**src/rtl/arr_scale_pkg.sv**
```systemverilog
package arr_scale_pkg;

  typedef enum logic [1:0] {
    ST_IDLE  = 2'd0,
    ST_ISSUE = 2'd1,
    ST_DRAIN = 2'd2
  } ctrl_state_t;

  // strobes from control to datapath for the element being read this cycle
  typedef struct packed {
    logic issue;      // an operand read is being issued
    logic lastIssue;  // it is the final element of the pass
  } ctrl_strobe_t;

endpackage

```
**src/rtl/arr_scale_ctrl.sv**
```systemverilog
module arr_scale_ctrl
  import arr_scale_pkg::*;
#(
  parameter int NUM_ELEM = 100,
  parameter int IDX_W    = $clog2(NUM_ELEM)
) (
  input  logic             clk,
  input  logic             rst,
  input  logic             start,
  input  logic             retireLast,
  output ctrl_strobe_t     strobe,
  output logic [IDX_W-1:0] idx,
  output logic             done
);

  localparam logic [IDX_W-1:0] LAST_IDX = IDX_W'(NUM_ELEM - 1);

  ctrl_state_t      state;
  logic [IDX_W-1:0] cnt;
  logic             issuing;

  assign issuing          = (state == ST_ISSUE);
  assign idx              = cnt;
  assign strobe.issue     = issuing;
  assign strobe.lastIssue = issuing && (cnt == LAST_IDX);

  always_ff @(posedge clk) begin
    if (rst) begin
      state <= ST_IDLE;
      cnt   <= '0;
      done  <= 1'b0;
    end else begin
      done <= 1'b0;
      unique case (state)
        ST_IDLE: begin
          if (start) begin
            state <= ST_ISSUE;
            cnt   <= '0;
          end
        end
        ST_ISSUE: begin
          if (cnt == LAST_IDX) state <= ST_DRAIN;
          else                 cnt   <= cnt + 1'b1;
        end
        ST_DRAIN: begin
          if (retireLast) begin
            done  <= 1'b1;
            state <= ST_IDLE;
          end
        end
        default: state <= ST_IDLE;
      endcase
    end
  end

endmodule

```
**src/rtl/arr_scale_dp.sv**
```systemverilog
module arr_scale_dp
  import arr_scale_pkg::*;
#(
  parameter int DATA_W = 8,
  parameter int IDX_W  = 7,
  parameter int STAGES = 2   // 2 or 4
) (
  input  logic              clk,
  input  logic              rst,
  input  ctrl_strobe_t      strobe,
  input  logic [IDX_W-1:0]  idx,
  input  logic [DATA_W-1:0] rdDataA,
  input  logic [DATA_W-1:0] rdDataB,
  output logic              wrEn,
  output logic [IDX_W-1:0]  wrAddr,
  output logic [DATA_W-1:0] wrData,
  output logic              retireLast
);

  localparam int SUM_W = DATA_W + 1;
  localparam int Q_W   = SUM_W - 2;
  localparam int LO_W  = DATA_W / 2;
  localparam int HI_W  = DATA_W - LO_W;

  // sideband aligned with the memory read latency
  logic             alnVld, alnLast;
  logic [IDX_W-1:0] alnIdx;

  always_ff @(posedge clk) begin
    if (rst) begin
      alnVld  <= 1'b0;
      alnLast <= 1'b0;
    end else begin
      alnVld  <= strobe.issue;
      alnLast <= strobe.lastIssue;
    end
    alnIdx <= idx;
  end

  // valid, last and index travel through every stage
  logic [STAGES-1:0] vldPipe, lastPipe;
  logic [IDX_W-1:0]  idxPipe [STAGES];

  for (genvar g = 0; g < STAGES; g++) begin : g_side
    if (g == 0) begin : g_first
      always_ff @(posedge clk) begin
        if (rst) begin
          vldPipe[g]  <= 1'b0;
          lastPipe[g] <= 1'b0;
        end else begin
          vldPipe[g]  <= alnVld;
          lastPipe[g] <= alnLast;
        end
        idxPipe[g] <= alnIdx;
      end
    end else begin : g_rest
      always_ff @(posedge clk) begin
        if (rst) begin
          vldPipe[g]  <= 1'b0;
          lastPipe[g] <= 1'b0;
        end else begin
          vldPipe[g]  <= vldPipe[g-1];
          lastPipe[g] <= lastPipe[g-1];
        end
        idxPipe[g] <= idxPipe[g-1];
      end
    end
  end

  logic [Q_W-1:0] resQ;

  if (STAGES == 4) begin : g_deep
    logic [LO_W:0]      s1Lo;
    logic [HI_W-1:0]    s1HiA, s1HiB;
    logic [SUM_W-1:0]   s2Sum;
    logic [Q_W-1:0]     s3Q, s4Q;

    always_ff @(posedge clk) begin
      s1Lo  <= {1'b0, rdDataA[LO_W-1:0]} + {1'b0, rdDataB[LO_W-1:0]};
      s1HiA <= rdDataA[DATA_W-1:LO_W];
      s1HiB <= rdDataB[DATA_W-1:LO_W];
      s2Sum <= {({1'b0, s1HiA} + {1'b0, s1HiB} + {{HI_W{1'b0}}, s1Lo[LO_W]}),
                s1Lo[LO_W-1:0]};
      s3Q   <= s2Sum[SUM_W-1:2];
      s4Q   <= s3Q;
    end
    assign resQ = s4Q;
  end else begin : g_shallow
    logic [SUM_W-1:0] s1Sum;
    logic [Q_W-1:0]   s2Q;

    always_ff @(posedge clk) begin
      s1Sum <= {1'b0, rdDataA} + {1'b0, rdDataB};
      s2Q   <= s1Sum[SUM_W-1:2];
    end
    assign resQ = s2Q;
  end

  assign wrEn       = vldPipe[STAGES-1];
  assign wrAddr     = idxPipe[STAGES-1];
  assign wrData     = {{(DATA_W-Q_W){1'b0}}, resQ};
  assign retireLast = vldPipe[STAGES-1] && lastPipe[STAGES-1];

endmodule

```
**src/rtl/arr_scale_top.sv**
```systemverilog
module arr_scale_top
  import arr_scale_pkg::*;
#(
  parameter int DATA_W   = 8,
  parameter int NUM_ELEM = 100,
  parameter int STAGES   = 2,
  parameter int IDX_W    = $clog2(NUM_ELEM)
) (
  input  logic              clk,
  input  logic              rst,
  input  logic              start,
  output logic              done,
  output logic              rdEn,
  output logic [IDX_W-1:0]  rdAddr,
  input  logic [DATA_W-1:0] rdDataA,
  input  logic [DATA_W-1:0] rdDataB,
  output logic              wrEn,
  output logic [IDX_W-1:0]  wrAddr,
  output logic [DATA_W-1:0] wrData
);

  ctrl_strobe_t     strobe;
  logic [IDX_W-1:0] idx;
  logic             retireLast;

  arr_scale_ctrl #(.NUM_ELEM(NUM_ELEM), .IDX_W(IDX_W)) u_ctrl (
    .clk(clk), .rst(rst), .start(start), .retireLast(retireLast),
    .strobe(strobe), .idx(idx), .done(done)
  );

  arr_scale_dp #(.DATA_W(DATA_W), .IDX_W(IDX_W), .STAGES(STAGES)) u_dp (
    .clk(clk), .rst(rst), .strobe(strobe), .idx(idx),
    .rdDataA(rdDataA), .rdDataB(rdDataB),
    .wrEn(wrEn), .wrAddr(wrAddr), .wrData(wrData), .retireLast(retireLast)
  );

  assign rdEn   = strobe.issue;
  assign rdAddr = idx;

endmodule

```
**config.mk**
```make
export PLATFORM = sky130hd
export DESIGN_NAME = arr_scale_top
export DESIGN_NICKNAME = d
export VERILOG_FILES = /design/src/rtl/arr_scale_pkg.sv /design/src/rtl/arr_scale_ctrl.sv /design/src/rtl/arr_scale_dp.sv /design/src/rtl/arr_scale_top.sv
export SDC_FILE = /design/constraint.sdc
export NUM_CORES = 1
export LEC_CHECK = 0
export CORE_MARGIN = 8
export CORE_UTILIZATION = 41
export DETAILED_ROUTE_END_ITERATION = 12
export HOLD_SLACK_MARGIN = 0.06
export PLACE_DENSITY = 0.72
export SYNTH_ARGS = -nofsm -noshare
export SYNTH_HDL_FRONTEND = slang
export SYNTH_SLANG_ARGS = --single-unit
```
**constraint.sdc**
```tcl
create_clock -name clk -period 1.95 [get_ports clk]
set_input_delay 0.585 -clock clk [delete_from_list [all_inputs] [get_ports clk]]
set_output_delay 0.585 -clock clk [all_outputs]
set_load 0.005 [all_outputs]
```
# Word level (Yosys, flattened, before mapping)
# Memories as Yosys holds them, arrays and structs flattened.
# Cells that the tools add are included.
# W data, S select, Z words.
[op_classes]
n_bitwise = 1
addsub = 2
n_mux = 8
shift = 0
n_reduce_logical = 7
mul = 0
n_eq_ne = 7
n_div = 0
magnitude_cmp = 0
[op_table]
columns = ["cell", "n"]
rows = [
  ["$mux W7", 2],
  ["$pmux W7 S2", 1],
  ["$add A8 B8 Y9", 1],
  ["$ne A2 B2 Y1 const B", 4],
  ["$add A7 B1 Y7 const B", 1],
  ["$eq A7 B7 Y1 const B", 1],
  ["$mux W2", 3],
  ["$pmux W2 S3", 1],
  ["$reduce_and A3 Y1", 2],
  ["$eq A2 B1 Y1 const B", 1],
  ["$eq A2 B2 Y1 const B", 1],
  ["$logic_and A1 B1 Y1", 2],
  ["$logic_not A2 Y1", 1],
  ["$reduce_bool A2 Y1", 1],
  ["$reduce_or A2 Y1", 1],
  ["$mux W1", 1],
  ["$not A1 Y1", 1],
]
[word_totals]
wordCells = 38
regBits = 39
n_memories = 1
out_inout_bits = 25
latchBits = 0
input_bits = 19
mem_bits_ro = 0
mem_bits_rw = 14
[memory_table]
columns = ["memory", "depth", "width", "rd", "rd_clocked_by_memory_dff", "write_ports", "line_no", "source"]
rows = [
  ["u_dp.idxPipe", 2, 7, 2, 0, 2, "arr_scale_dp.sv:42", "logic [IDX_W-1:0] idxPipe [STAGES];"],
]

# Depth between registers and ports, before layout
[logic_depth]
word_depth = 3
depth_mapped = 6
depth_no_buf = 5

# Modules after synthesis
# A second synthesis with hierarchy kept.
[hier_totals]
hier_cells = 138
hier_area_um2 = 1690.4
[by_module_without_submodules]
columns = ["module", "cells_per_inst", "instances", "seq_area_each_um2", "area_per_inst_um2"]
rows = [
  ["arr_scale_dp", 84, 1, 820.8, 1167.4],
  ["arr_scale_ctrl", 54, 1, 200.2, 523.0],
]

# Worst setup path after synthesis
# OpenSTA, ideal clock, no wires.
[synth_path]
path_kind = "input -> register"
start = "in rdDataA[1]"
end = "reg u_dp.g_shallow.s1Sum[6]"
setup_slack_ns = 0.096
setup_ns = 0.072
stages = 5
t_required_ns = 1.878
n_path_buf = 0
arrival_ns = 1.782
path_cell_list = "ha_1 a31oi_1 a22oi_1 a311oi_1 xnor2_1"
[synth_between]
elab_chain_cells = 1
[synth_rtl]
columns = ["item", "line_no", "source"]
rows = [
  ["from (decl)", "arr_scale_top.sv:15", "input logic [DATA_W-1:0] rdDataA,"],
  ["$add A8 B8 Y9", "arr_scale_dp.sv:93", "s1Sum <= {1'b0, rdDataA} + {1'b0, rdDataB};"],
  ["to (signal assigned)", "arr_scale_dp.sv:93", ""],
  ["to (decl)", "arr_scale_dp.sv:89", "logic [SUM_W-1:0] s1Sum;"],
]
# Every way passes these cells.
# A chain may end at the register's enable or synchronous reset.

# Worst setup path after layout
# Ends and elaborated chain as after synthesis.

==> metrics.md <==
| Metric | Value |
|---|---|
| Via count | `1132` |
| Largest area contributor in the netlist | `dfxtp_1` |
| Placed insts | `235` |
| Via density per instance | `4.68` |
| Hold_buf cts | `0` |
| DIE WIDTH | `80.2 um` |
| Drt total wl | `3.04 mm` |
| Area contributors post-synth | `dfxtp_1, ha_1, buf_4` |
| F_max | `527 MHz` |
| Vias in the first global route | `1153` |
| Bufs and invs on worst path | `1` |
| Layout Nets | `219` |
| Fillcell total | `340` |
| GPL Wtd Cong | `0.790` |
| Post-Route Utilization | `58.5%` |
| Warnings from Yosys | `0` |
| Die ar. | `6430 um2` |
| Clock root cell | `clkbuf_8` |
| Crit path to | `u_dp.g_shallow.s1Sum[6]` |
| Top-count cell post-synth | `dfxtp_1` |
| Multiplexer share of the synthesized area | `1.93%` |
| PD cells | `887 nW/um2` |
| Initial antenna violation count | `0` |
| EDFF count, synth | `0` |
| Largest family of logic cells by synthesized area | `simple AND/OR/NAND/NOR gates` |
| RR Startpoint | `u_ctrl.idx[0]` |
| DP HPWL | `2.41 mm` |
| Routed wire per std cell | `12.6 um` |
| Post-synth design cell area | `1690 um2` |
| Synth Area in Simple Gates | `12.0%` |
| Reg2reg path depth | `6` |
| Final worst slack | `0.0523 ns` |
| Post-DRT Antenna Nets | `0` |
| Setup Viol. Count Final | `0` |
| Register bit total from synthesis | `51` |
| DRT Pass-1 Iters | `5` |
| Non-Filler Instances | `242` |
| Reg2Reg Setup Slack | `0.24 ns` |
| Yosys cell types | `35` |
| H-tree depth | `2` |
| Slowest-stage cell, CP | `clkdlybuf4s50_1` |
| HP Class | `reg -> reg` |
| Post-synthesis adder-cell area fraction | `5.93%` |
| Global-route wire length before repair | `5.04 mm` |
| Initial core utilization | `42.5%` |
| Syn-to-layout area delta | `37.6%` |
| FP Rows | `23` |
| Max Slew Vio Count | `0` |
| Critical path origin | `rdDataA[1]` |
| Cell count after synthesis | `139` |
| Drt drc | `0` |
| Synth Area in XOR/XNOR | `3.11%` |
| Slowest stage delay, CP | `0.40 ns` |
| Post-synthesis compound-gate area fraction | `10.5%` |
| Clock Skews | `0.00181 ns` |
| Worst setup EP type | `flop` |
| Tot Pwr | `2.06 mW` |
| IR drop worst, VDD | `0.340 mV` |
| CP Max Fanout | `4` |
| Gr usage total | `10.3%` |
| # port buffers | `42` |
| CTS Sinks | `51` |
| Die height | `80.2 um` |
| Clk buf depth | `2` |
| TritonCTS Buffers | `5` |
| Crit path cell chain | `clkdlybuf4s50_1 > ha_1 > a31oi_1 > a22oi_2 > a311oi_2 > xnor2_1` |
| Inserted Diodes | `0` |
| Worst-Skew Late Latency | `0.29 ns` |
| Period utilization | `97.3%` |
| Clk slew on worst S/H paths | `0.08 ns` |
| Grt ovf | `0` |
| Leakage Power | `0.911 nW` |
| Most frequent cells after synthesis | `dfxtp_1, nand2_1, buf_4, ha_1, nor2b_1` |
| Crit path max-delay family | `compound AO/OA/AOI/OAI gates` |
| Startpoint types | `input pin` |
| Layout cells sized above 1 | `19.3%` |
| Final Hold Fails | `0` |
| Final min period | `1.90 ns` |
| Top_reg_cell synth | `dfxtp_1` |
| CP Class | `in -> reg` |
| Placement Setup Slack | `-0.315 ns` |
| Syn nets | `166` |
| Worst R2R End | `u_ctrl.idx[4]` |
| Initial DRC count | `57` |
| Worst EP required | `2.17 ns` |
| Outcome | `completed` |
| Synth async-reset ratio | `0%` |
| Setup TNS | `0 ns` |
| TritonCTS clock tree | `yes` |
| Post-CTS Repair Setup Buffers | `0` |
| WP depth | `6` |
| Max cap viols | `0` |
| I/O pin total | `44` |
| Seq/Total Area, Yosys | `60.4%` |
| Synthesized area per cell | `12.2 um2` |
| Crit path DAT | `2.12 ns` |
| Core Area | `3970 um2` |
| Post-synth top area share | `60.4%` |
| Largest net degree at the start of global routing | `15` |
## worst min path at each step
stage,end,depth (start not counted),start
6_report,u_dp.idxPipe[0][2],0,u_dp.alnIdx[2]
5_1_grt,u_dp.idxPipe[0][2],0,u_dp.alnIdx[2]
4_1_cts,u_dp.idxPipe[0][8],0,u_dp.idxPipe[0][1]
3_5_place_dp,u_dp.idxPipe[0][13],0,u_dp.idxPipe[0][6]
3_3_place_gp,u_dp.idxPipe[0][6],0,u_dp.alnIdx[6]
2_1_floorplan,u_dp.g_shallow.s2Q[0],0,u_dp.g_shallow.s1Sum[2]
## where the power goes
group	total (mW)	switching [mW]	internal [mW]
clock network	0.670	0.294	0.376
registers	1.13	0.0194	1.11
logic	0.262	0.0954	0.167
## stage by stage
stage	area, um2	hold WS [ns]
after floorplan	1690	0.310
after global placement	2200	0.310
after detailed placement	2200	0.312
after CTS	2310	0.331
after global routing	2320	0.334
final	2320	0.330
## logic make-up after synthesis
| kind of cell | count (synthesis) |
|---|---|
| AOI/OAI and AO/OA | 22 |
| buffers and inverters | 16 |
| muxes | 2 |
| DFF | 51 |
| adders and majority gates | 8 |
| xor gates and xnor gates | 6 |
| other | 1 |
| and+or+nand+nor | 33 |
## registers in the layout (all words and copies together) (netlist names)
name / count
u_ctrl.done: 1
u_ctrl.idx: 7
u_ctrl.state: 2
u_dp.alnIdx: 7
u_dp.alnLast: 1
u_dp.alnVld: 1
u_dp.g_shallow.s1Sum: 7
u_dp.g_shallow.s2Q: 7
u_dp.idxPipe: 14
u_dp.lastPipe: 2
u_dp.vldPipe: 1
u_dp.wrEn: 1
## area by class of cell
cell class / count / area [um2] / area share [%]
clock buffer: 6 / 72.6 / 3.12
clock inverter: 1 / 30.0 / 1.29
inverter: 6 / 22.5 / 0.969
multi-input combinational: 72 / 586 / 25.2
sequential: 51 / 1030 / 44.1
tap: 50 / 62.6 / 2.69
timing repair buffer: 56 / 526 / 22.6
## per-layer routing
layer	wire length (um)	part of all wire (%)	track usage, %	vias to the layer above
met2	1510	50	17.8	44
met4	72	2.4	6.00	0
met5	0	0	0	-
li1	-	-	-	573
met3	344	11	6.14	9
met1	1120	37	8.95	506
## placed cells by master, fill, tap and decap left out, types with 2 or more instances in the layout
master           netlist  routed
nor2b_1                7       7
o22ai_2                2       2
ha_1                   8       8
a21oi_1                4       4
a311oi_2               1       2
a21oi_2                3       3
dfxtp_2                0       4
inv_1                  6       6
xnor2_1                5       5
nand2_1                9       9
nand3_1                3       3
clkbuf_8               0       5
buf_4                  8      14
and2_1                 2       2
dfxtp_1               51      47
and3_1                 3       3
clkdlybuf4s50_1        0      42
nor2_1                 4       4
o21ai_0                2       2
## repair_timing
action / CTS / global route
pin swaps: 1 / 1
setup endpoints to repair: 4 / 4
gates resized for setup: 3 / 4
Power figures use the tool's default switching activity.
